===== src/rtl/seq_pkg.sv =====
package seq_pkg;

  localparam int NRAIL = 2;

  typedef enum logic [1:0] {
    EN_LOW   = 2'b00,
    EN_HIGH  = 2'b01,
    EN_FLOAT = 2'b10,
    EN_RSVD  = 2'b11
  } en_code_t;

  typedef enum logic [1:0] {
    RM_OFF   = 2'd0,
    RM_NOW   = 2'd1,
    RM_AFTER = 2'd2
  } rail_mode_t;

  // a rail runs alone when high, follows a high partner when float
  function automatic rail_mode_t rail_mode(input logic [1:0] mine,
                                           input logic [1:0] other);
    if (mine == EN_HIGH) return RM_NOW;
    if (mine == EN_FLOAT && other == EN_HIGH) return RM_AFTER;
    return RM_OFF;
  endfunction

endpackage


===== src/rtl/seq_en_decode.sv =====
module seq_en_decode
  import seq_pkg::*;
(
  input  logic [NRAIL-1:0][1:0] codes,
  input  logic                  aux_en,
  output rail_mode_t            mode [NRAIL],
  output logic                  supply_req
);

  logic [NRAIL-1:0] high_v;

  for (genvar i = 0; i < NRAIL; i++) begin : g_dec
    localparam int OI = NRAIL - 1 - i;
    assign mode[i]   = rail_mode(codes[i], codes[OI]);
    assign high_v[i] = (codes[i] == EN_HIGH);
  end

  // supply request from any high enable
  assign supply_req = aux_en | (|high_v);

endmodule


===== src/rtl/seq_rail_ctrl.sv =====
module seq_rail_ctrl
  import seq_pkg::*;
#(
  parameter int SS_CYC = 1500,
  parameter int PG_CYC = 2750
) (
  input  logic       clk,
  input  logic       rst_n,
  input  logic       supply_ok,
  input  rail_mode_t mode,
  input  logic       other_en,
  input  logic       other_inreg,
  output logic       en,
  output logic       ss,
  output logic       pg_done
);

  localparam int CW = $clog2(PG_CYC + 1);
  localparam logic [CW-1:0] SS_L = CW'(SS_CYC);
  localparam logic [CW-1:0] PG_L = CW'(PG_CYC);

  logic          en_q;
  logic [CW-1:0] cnt_q;
  logic          start_ok;

  // dependent start needs the partner running and in regulation
  assign start_ok = (mode == RM_NOW) ||
                    (mode == RM_AFTER && other_en && other_inreg);

  always_ff @(posedge clk or negedge rst_n) begin
    if (!rst_n) begin
      en_q  <= 1'b0;
      cnt_q <= '0;
    end else if (!supply_ok || mode == RM_OFF) begin
      en_q  <= 1'b0;
      cnt_q <= '0;
    end else if (!en_q) begin
      en_q  <= start_ok;
      cnt_q <= '0;
    end else if (cnt_q != PG_L) begin
      cnt_q <= cnt_q + 1'b1;               // saturates at PG_L
    end
  end

  assign en      = en_q;
  assign ss      = en_q && (cnt_q < SS_L);
  assign pg_done = en_q && (cnt_q == PG_L);

endmodule


===== src/rtl/seq_pg_combine.sv =====
module seq_pg_combine #(
  parameter int N = 2
) (
  input  logic         supply_ok,
  input  logic         fault,
  input  logic [N-1:0] want,
  input  logic [N-1:0] done,
  output logic         pg_od_n
);

  logic all_done;

  assign all_done = &(~want | done);

  // release only when all wanted rails are done, no fault, supply up
  assign pg_od_n = supply_ok & ~fault & (|want) & all_done;

endmodule


===== src/rtl/dual_rail_seq.sv =====
module dual_rail_seq
  import seq_pkg::*;
#(
  parameter int CLK_KHZ = 1000,
  parameter int SS_US   = 1500,
  parameter int PG_US   = 2750
) (
  input  logic       clk,
  input  logic       rst_n,
  input  logic [1:0] en_a_code,
  input  logic [1:0] en_b_code,
  input  logic       aux_en,
  input  logic       supply_ok,
  input  logic       fault,
  input  logic       rail_a_inreg,
  input  logic       rail_b_inreg,
  output logic       supply_req,
  output logic       rail_a_en,
  output logic       rail_b_en,
  output logic       rail_a_ss,
  output logic       rail_b_ss,
  output logic       pg_od_n
);

  localparam int SS_CYC = CLK_KHZ * SS_US / 1000;
  localparam int PG_CYC = CLK_KHZ * PG_US / 1000;

  logic [NRAIL-1:0][1:0] codes;
  rail_mode_t            mode [NRAIL];
  logic [NRAIL-1:0]      inreg_v, en_v, ss_v, done_v, want_v;

  assign codes   = {en_b_code, en_a_code};
  assign inreg_v = {rail_b_inreg, rail_a_inreg};

  seq_en_decode u_dec (
    .codes      (codes),
    .aux_en     (aux_en),
    .mode       (mode),
    .supply_req (supply_req)
  );

  for (genvar i = 0; i < NRAIL; i++) begin : g_rail
    localparam int OI = NRAIL - 1 - i;

    seq_rail_ctrl #(
      .SS_CYC (SS_CYC),
      .PG_CYC (PG_CYC)
    ) u_rail (
      .clk         (clk),
      .rst_n       (rst_n),
      .supply_ok   (supply_ok),
      .mode        (mode[i]),
      .other_en    (en_v[OI]),
      .other_inreg (inreg_v[OI]),
      .en          (en_v[i]),
      .ss          (ss_v[i]),
      .pg_done     (done_v[i])
    );

    assign want_v[i] = (mode[i] != RM_OFF);
  end

  seq_pg_combine #(.N(NRAIL)) u_pg (
    .supply_ok (supply_ok),
    .fault     (fault),
    .want      (want_v),
    .done      (done_v),
    .pg_od_n   (pg_od_n)
  );

  assign rail_a_en = en_v[0];
  assign rail_b_en = en_v[1];
  assign rail_a_ss = ss_v[0];
  assign rail_b_ss = ss_v[1];

endmodule


===== config.mk =====
export PLATFORM = sky130hd
export DESIGN_NAME = dual_rail_seq
export DESIGN_NICKNAME = d
export VERILOG_FILES = /design/src/rtl/seq_pkg.sv /design/src/rtl/seq_en_decode.sv /design/src/rtl/seq_rail_ctrl.sv /design/src/rtl/seq_pg_combine.sv /design/src/rtl/dual_rail_seq.sv
export SDC_FILE = /design/constraint.sdc
export NUM_CORES = 1
export LEC_CHECK = 0
export ABC_AREA = 1
export BUFFER_PORTS_ARGS = -buffer_cell sky130_fd_sc_hd__buf_2
export CORE_AREA = 3 3 60 67
export CTS_CLUSTER_SIZE = 30
export DETAILED_ROUTE_END_ITERATION = 10
export DIE_AREA = 0 0 63 70
export PLACE_DENSITY = 0.8
export SLEW_MARGIN = 20
export SYNTH_ARGS = -nofsm -noshare
export SYNTH_HDL_FRONTEND = slang
export SYNTH_SLANG_ARGS = --single-unit
export TNS_END_PERCENT = 30

===== constraint.sdc =====
create_clock -name clk -period 1.4 [get_ports clk]
set_input_delay 0.35 -clock clk [delete_from_list [all_inputs] [get_ports clk]]
set_output_delay 0.35 -clock clk [all_outputs]
set_load 0.005 [all_outputs]

=== Word-level counts from Yosys, hierarchy flattened ===
Index checks and enable logic that the tools add are counted.
Widths: inputs -> output; s select.

* Bits in registers: 26
* Bits of input ports: 11
* Output and inout bits: 6
* Word-level logic and storage cells: 75

* Add/subtract/negate cells: 2
* Magnitude comparators: 2
* Eq/ne operators: 14
* Muxes and demuxes: 24
* Bitwise logic cells: 7
* Reductions and logical operators: 22

{| class="wikitable"
|+ Operators by type and width
! cell !! number
|-
| $mux 12 || 6
|-
| $add 12x1->12 const B || 2
|-
| $eq 12x12->1 const B || 2
|-
| $lt 12x11->1 const B || 2
|-
| $ne 12x12->1 const B || 2
|-
| $mux 2 || 8
|-
| $logic_and 1x1->1 || 10
|-
| $mux 1 || 10
|-
| $eq 2x1->1 const B || 4
|-
| $eq 2x2->1 const B || 4
|-
| $ne 3x3->1 const B || 2
|-
| $logic_not 2->1 || 2
|-
| $logic_or 1x1->1 || 4
|-
| $reduce_bool 2->1 || 2
|-
| $reduce_or 2->1 || 2
|-
| $and 1x1->1 || 3
|-
| $not 2->2 || 1
|-
| $or 2x2->2 || 1
|-
| $reduce_and 2->1 || 1
|-
| $logic_not 1->1 || 1
|-
| $not 1->1 || 1
|-
| $or 1x1->1 || 1
|}

=== Logic depth before layout (Yosys ltp) ===
Gate-level depths: netlist of run 1.

* Word-level depth: 12
* Mapped depth: 9
* Depth with buffers taken out: 9

=== Cells and area by module ===
From an unflattened synthesis of run 1, not the netlist that was laid out.

* Cells, all modules: 260
* Area total of the unflattened synthesis: 1785.5 um2

{| class="wikitable"
|+ By module, submodules not included
! module !! instances !! cells an instance !! area each (um2) !! sequential area each (um2)
|-
| seq_rail_ctrl || 2 || 114 || 824.5 || 325.3
|-
| seq_en_decode || 1 || 14 || 63.8 || 0.0
|-
| seq_pg_combine || 1 || 12 || 50.0 || 0.0
|-
| dual_rail_seq || 1 || 6 || 22.5 || 0.0
|}

=== Least setup slack after synthesis of run 1 ===
Ideal clock, no wire load.

* Kind: reg-to-output
* Start point: register g_rail[1].u_rail.cnt_q[0]
* End point: output port pg_od_n
* Arrival time: 1.161 ns
* Required time: 1.050 ns
* Setup slack: -0.111 ns
* Cell stages (with the launch flop): 9
* Path buffers: 0
* Cell sequence: dfrtp_1 inv_1 ha_1 inv_1 nor3_1 nand3_1 nand2_1 nand2_1 nor2_1

* Word-level cells in the longest chain between the ends: 5

{| class="wikitable"
|+ Ends and longest elaborated chain
! element !! RTL line !! RTL
|-
| start: declaration || seq_rail_ctrl.sv:23 || <nowiki>logic [CW-1:0] cnt_q;</nowiki>
|-
| start signal: assignment || seq_rail_ctrl.sv:41 || <nowiki>cnt_q <= cnt_q + 1'b1;</nowiki>
|-
| $eq 12x12->1 || seq_rail_ctrl.sv:47 || <nowiki>assign pg_done = en_q && (cnt_q == PG_L);</nowiki>
|-
| $logic_and 1x1->1 || seq_rail_ctrl.sv:47 ||
|-
| $or 2x2->2 || seq_pg_combine.sv:13 || <nowiki>assign all_done = &(~want | done);</nowiki>
|-
| $reduce_and 2->1 || seq_pg_combine.sv:13 ||
|-
| $and 1x1->1 || seq_pg_combine.sv:16 || <nowiki>assign pg_od_n = supply_ok & ~fault & (|want) & all_done;</nowiki>
|-
| end: declaration || dual_rail_seq.sv:22 || <nowiki>output logic pg_od_n</nowiki>
|}

No other way between the ends.

=== Worst setup path in the final report of run 1 ===
* Start point: register g_rail[0].u_rail.cnt_q[0]
* End point: output port pg_od_n

* Word-level cells in the longest chain between the ends: 5

{| class="wikitable"
|+ Ends and longest elaborated chain
! element !! RTL line
|-
| start: declaration || seq_rail_ctrl.sv:23
|-
| start signal: assignment || seq_rail_ctrl.sv:41
|-
| $eq 12x12->1 || seq_rail_ctrl.sv:47
|-
| $logic_and 1x1->1 || seq_rail_ctrl.sv:47
|-
| $or 2x2->2 || seq_pg_combine.sv:13
|-
| $reduce_and 2->1 || seq_pg_combine.sv:13
|-
| $and 1x1->1 || seq_pg_combine.sv:16
|}

No other way between the ends.

==> results_dict.tcl, run 1 <==
set metrics [dict create \
    hold_viol_final 0 \
    io_buffers 16 \
    layout.cells.non_filler 381 \
    cts_root_buffer "clkbuf_4" \
    io_pins 17 \
    syn_nets 276 \
    nets 350 \
    drv_cap 0 \
    ys_async_sr_fraction 1.000 \
    syn_avg_cell_area_um2 6.855 \
    gr-total-overflow 0 \
    n_fill_cell 219 \
    worstMarginPinSlew_ns 0.5979 \
    antenna_found_initial 0 \
    clkSlewWorstSetupHoldPaths_ns 0.14 \
    ys.flop_type "dfrtp_1" \
    muxShareOfSynthArea 0 \
    hold_path.class "in2async" \
    grt_pass1_wl_um 7776 \
    drt-total-wl_um 5360 \
    core-area_mm2 0.003386 \
    placed_cells 368 \
    synth_top_area_cell "dfrtp_1" \
    first_global_vias 1831 \
    numCtsBuffers 3 \
    vias 2015 \
    rsz0062_at_grt "yes" \
    routabilityCongestion 0.9459 \
    yosysMostFrequentCell "nand2_1" \
    dr.pass1.iters 4 \
    cts.path.max_buffers 2 \
    gr-usage-all-layers 0.2170 \
    die_w_um 63 \
    synth_cell_types 27 \
    viasPerCell 5.289 \
    cp-start-kind "flop" \
    fmax_mhz 520.9 \
    pwr_density_cell_mw_per_mm2 460.9 \
    yosys-top-cells-count "nand2_1, nor2_1, inv_1, dfrtp_1, nand3_1" \
    hold_ws_ns 0.007611 \
    finalWorstSetupSlack_ns -0.5196 \
    grt_max_degree 27 \
    ant_nets 0 \
    floorplan.initialDensity 0.5285 \
    cts.sink_count 26 \
    finClkSkew_ns 0.001047 \
    cp_max_fo 2 \
    yosysTopAreaCellShare 0.3636 \
    synthAdderAreaFrac 0.02797 \
    slew_headroom 0.6014 \
    synthTopCellsByArea "dfrtp_1, nand2_1, nor2_1" \
    rows 22 \
    violations "setup timing" \
    outcome "finished, violations left" \
    worstPathRequired_ns 1.05 \
    post-route-period-util 1.371 \
    critical_path_arrival_ns 1.57 \
    drc_errors 0 \
    yosys_warnings 0 \
    synth_edf_count 0 \
    drive_gt1_frac 0.4084 \
    cts_htree_levels 1 \
    synth.yosys.seq_area_share 0.3636 \
    netlist_area_mm2 0.001789 \
    die_y_um 70 \
    dp_hpwl_um 3458 \
    finalSetupViolCount 5 \
    synth-xor-area-share 0.03427 \
    finalSetupTns_ns -1.117 \
    drt_iter0_drc 164 \
    synth-seq-cells 26 \
    synthSimpleGateAreaFrac 0.4455 \
    ff2ff_path_depth 10 \
    end_kind "primary output" \
    die_area_mm2 0.004410 \
    slew_violations 0 \
    reg2reg_slack_ns -0.01 \
    synth_top_family_by_area "simple AND/OR/NAND/NOR gates" \
    leakage_uw 0.001230 \
    fin_util 0.7679 \
    syn_inst 261 \
    design_area_mm2 0.002600 \
    irDropWorstVdd_uv 366.1 \
    period_needed_ns 1.920 \
    placedInstanceArea_mm2 0.002276 \
    setup.worst_path.class "reg2out" \
    clkLatencyLatePin_ns 0.32 \
    diodes 0 \
    wl_per_cell_um 14.07 \
    cts_tree "built" \
    syn_to_final_growth_pct 45.31 \
    synth_compound_area_frac 0.04406 \
]
==> power by group <==
| group | switching, µW | internal [µW] |
|---|---|---|
| registers | 1.25 | 753 |
| clock network | 224 | 101 |
| logic | 71.0 | 47.9 |
==> worst max-delay path, cell delays in order (launching register included) <==
cell and delay (ns):
dfrtp_1 0.42, inv_2 0.08, ha_4 0.15, nand2_2 0.05, nor3_2 0.13, nand3_2 0.11
nand2_1 0.08, inv_1 0.04, nor2_2 0.08, buf_2 0.12
==> timing repair <==
item,CTS,global route
setup buffers,0,14
pin swaps,2,16
hold buffers,0,0
gates resized for setup,14,51
endpoints found under the setup margin,6,24
==> metrics by stage <==
stage	setup WS (ns)	total power, µW
floorplan	-0.06071	811.3
detailed placement	-0.1772	878.1
global route	-0.6260	1253
CTS	-0.5244	1199
finish	-0.5196	1198
global placement	-0.09874	877.5
==> cells by family after synthesis <==
family / after synthesis
simple gates: 169
buf+inv: 40
flops: 26
compound gates: 15
xor+xnor: 7
fa+ha+maj: 4
==> per-layer routing <==
| layer | global-route usage | wire length, µm | vias to the layer above |
|---|---|---|---|
| met2 | 0.3869 | 2838 | 67 |
| li1 | - | - | 984 |
| met3 | 0.02412 | 191 | 25 |
| met5 | 0 | 0 | - |
| met1 | 0.2617 | 2110 | 939 |
| met4 | 0.09069 | 219 | 0 |
==> path summary, 6_finish.rpt <==
kind                                              end                 startpoint
min reg2reg                 g_rail[1].u_rail.cnt_q[0]  g_rail[1].u_rail.cnt_q[0]
min in group clk                  g_rail[1].u_rail.en               rail_a_inreg
max                                           pg_od_n  g_rail[0].u_rail.cnt_q[0]
max in group asynchronous  g_rail[0].u_rail.cnt_q[11]                      rst_n
min                               g_rail[1].u_rail.en                      rst_n
max reg2reg                 g_rail[1].u_rail.cnt_q[6]  g_rail[1].u_rail.cnt_q[0]
==> final cells by class <==
| type | count | area [µm²] | share of cell area |
|---|---|---|---|
| clock buffers | 3 | 22.52 | 0.008662 |
| multi-input cells | 195 | 1167 | 0.4490 |
| well taps | 48 | 60.06 | 0.02310 |
| inverters | 38 | 147.6 | 0.05679 |
| repair buffers | 71 | 550.5 | 0.2117 |
| flip-flops and latches | 26 | 651.9 | 0.2507 |
==> flip-flops by register name (all words and copies together) (netlist names) <==
name and count:
g_rail.u_rail.cnt_q 24, g_rail.u_rail.en 2
==> layout by cell type, fill, tap and decap left out, drive strengths merged <==
| cell | count |
|---|---|
| nand2 | 73 |
| buf | 71 |
| nor2 | 44 |
| inv | 38 |
| dfrtp | 26 |
| nand3 | 26 |
| nand4 | 11 |
| o21ai | 10 |
| nor3 | 8 |
| xor2 | 6 |
| ha | 4 |
| a31oi | 3 |
| or2 | 3 |
| clkbuf | 3 |
| a21oi | 2 |
| nand3b | 2 |
| nor4 | 1 |
| and3 | 1 |
| xnor2 | 1 |
Power figures use the tool's default switching activity.
==> run 2: changes to the inputs <==
--- a/config.mk
+++ b/config.mk
@@ -6,12 +6,14 @@
 export NUM_CORES = 1
 export LEC_CHECK = 0
 export ABC_AREA = 1
+export ABC_CLOCK_PERIOD_IN_PS = 1400
 export BUFFER_PORTS_ARGS = -buffer_cell sky130_fd_sc_hd__buf_2
 export CORE_AREA = 3 3 60 67
 export CTS_CLUSTER_SIZE = 30
 export DETAILED_ROUTE_END_ITERATION = 10
 export DIE_AREA = 0 0 63 70
 export PLACE_DENSITY = 0.8
+export SKIP_LAST_GASP = 1
 export SLEW_MARGIN = 20
 export SYNTH_ARGS = -nofsm -noshare
 export SYNTH_HDL_FRONTEND = slang
==> run 2 against run 1 <==
  * The flow still finishes with violations (setup timing)
  * Cell count down 1.3%
  * Fmax down 2.0%
  * Clock skew increased by 0.00080 ns
  * Sequential cell count unchanged
  * First-iteration DRC count decreased by 37%
  * Via count shrank 4.6%
  * Register-to-register slack worse by 0.07 ns
  * Die area stayed put
  * Power down 0.76%
  * Combinational power decreased by 6%
  * Sequential share of layout area is 1.6 points higher
  * Clock power about the same
==> results_dict.tcl, run 2 (synthesized netlist as in run 1, its figures left out) <==
set metrics [dict create \
    outcome "finished, violations left" \
    violations "setup timing" \
    diodes 0 \
    io_pins 17 \
    clkLatencyLatePin_ns 0.32 \
    die_w_um 63 \
    cp_slowest_stage_delay_ns 0.42 \
    rows 22 \
    path_depth 9 \
    slew_headroom 0.5851 \
    rsz0062_at_grt "yes" \
    end_kind "primary output" \
    antenna_found_initial 0 \
    ctsHoldBuffers 0 \
    grt_pass1_wl_um 7555 \
    gr-total-overflow 0 \
    cts_htree_levels 1 \
    finalSetupViolCount 8 \
    drt_iter0_drc 103 \
    die_area_mm2 0.004410 \
    vias 1922 \
    dp_hpwl_um 3458 \
    drc_errors 0 \
    clkSlewWorstSetupHoldPaths_ns 0.13 \
    cts_root_buffer "clkbuf_4" \
    setup.worst_path.class "reg2out" \
    hold_path.class "in2async" \
    worstPathRequired_ns 1.05 \
    ant_nets 0 \
    fmax_mhz 510.5 \
    crit_family "simple AND/OR/NAND/NOR gates" \
    numCtsBuffers 3 \
    path_buf_inv 3 \
    layout.cells.non_filler 376 \
    mostFrequentLayoutCells "nand2_1, buf_4, nor2_1" \
    place_ws_ns -0.1772 \
    placed_cells 368 \
    cts_tree "built" \
    cp-start-kind "flop" \
    rr_endpoint "g_rail[0].u_rail.cnt_q[6]" \
    nets 345 \
    irDropWorstVdd_uv 340.6 \
    final_common_cell "nand2_1" \
    routabilityCongestion 0.9459 \
    viasPerCell 5.112 \
    gr-usage-all-layers 0.2096 \
    syn_to_final_growth_pct 36.29 \
    first_global_vias 1813 \
    reg2reg_slack_ns -0.08 \
    die_y_um 70 \
    grt_max_degree 27 \
    n_fill_cell 260 \
    post-route-period-util 1.399 \
    cts.sink_count 26 \
    total_power_uw 1189 \
    ff2ff_path_depth 6 \
    hold_viol_final 0 \
    drive_gt1_frac 0.3445 \
    core-area_mm2 0.003386 \
    path_cells "inv_2 -> ha_2 -> nand2_1 -> nor3_2 -> nand3_2 -> nand2_1 -> inv_1 -> nor2_1 -> buf_2" \
    critical_path_arrival_ns 1.61 \
    path_common_cell "nand2_1" \
    cts.path.max_buffers 2 \
    finalWorstSetupSlack_ns -0.5587 \
    io_buffers 16 \
    slowest_stage "dfrtp_1" \
    reg2reg_from "g_rail[0].u_rail.cnt_q[0]" \
    pwr_density_cell_mw_per_mm2 487.7 \
    floorplan.initialDensity 0.5285 \
    leakage_uw 0.001185 \
    drt-total-wl_um 4667 \
    drv_cap 0 \
    slew_violations 0 \
    finClkSkew_ns 0.001847 \
    largest_reg_flops 24 \
    cp_max_fo 2 \
    worstMarginPinSlew_ns 0.6224 \
    dr.pass1.iters 4 \
    wl_per_cell_um 12.41 \
    regMostFlops "g_rail.u_rail.cnt_q" \
    period_needed_ns 1.959 \
]
run 2: worst max-delay path by stage:
stage | startpoint | to | slack, ns
floorplan | g_rail[0].u_rail.cnt_q[0] | pg_od_n | -0.06
global placement | g_rail[1].u_rail.cnt_q[0] | pg_od_n | -0.1
detailed placement | g_rail[0].u_rail.cnt_q[0] | pg_od_n | -0.18
CTS | g_rail[0].u_rail.cnt_q[0] | pg_od_n | -0.56
global route | g_rail[0].u_rail.cnt_q[0] | pg_od_n | -0.69
finish | g_rail[0].u_rail.cnt_q[0] | pg_od_n | -0.56
run 2: worst register-to-register path: stages, from the launching register on:
cell	delay [ns]
dfrtp_1	0.42
buf_4	0.14
buf_4	0.13
ha_1	0.25
nand2_1	0.19
xor2_1	0.18
nor2_1	0.08
run 2: per-layer routing:
metal | vias up | wire (µm) | GRT usage
li1 | 968 | - | -
met1 | 896 | 2001 | 0.2566
met2 | 44 | 2446 | 0.3669
met3 | 14 | 96 | 0.02412
met4 | 0 | 122 | 0.09069
met5 | - | 0 | 0
run 2: repair_timing:
item                                    4_1_cts  5_1_grt
resized for setup                             0       29
endpoints found under the setup margin        6       20
buffers inserted                              0        8
pin swaps                                     0       12
run 2: layout make-up:
cell class | instances | area [µm²] | share of cell area
Clock buffer | 3 | 22.52 | 0.009236
Inverter | 38 | 145.1 | 0.05952
Tap cell | 48 | 60.06 | 0.02463
Sequential cell | 26 | 650.6 | 0.2668
Multi-Input combinational cell | 195 | 1082 | 0.4438
Timing Repair Buffer | 66 | 478.0 | 0.1960
run 2: stage by stage:
step / hold slack [ns] / util / area, µm² / setup TNS, ns
finish: 0.01950 / 0.7203 / 2439 / -1.334
global route: 0.02675 / 0.7203 / 2439 / -2.857
CTS: 0.02307 / 0.6789 / 2298 / -1.307
detailed placement: 0.3885 / 0.6722 / 2276 / -0.2698
global placement: 0.3884 / 0.6722 / 2276 / -0.1493
floorplan: 0.05441 / - / 1807 / -0.06071
run 2: power breakdown:
group	switching (µW)	leakage [µW]	internal, µW	total, µW
Combinational	67.8	0.000808	44.5	112
Sequential	1.03	0.000363	753	754
Clock	222	0.0000138	101	323
Total	291	0.00118	898	1190
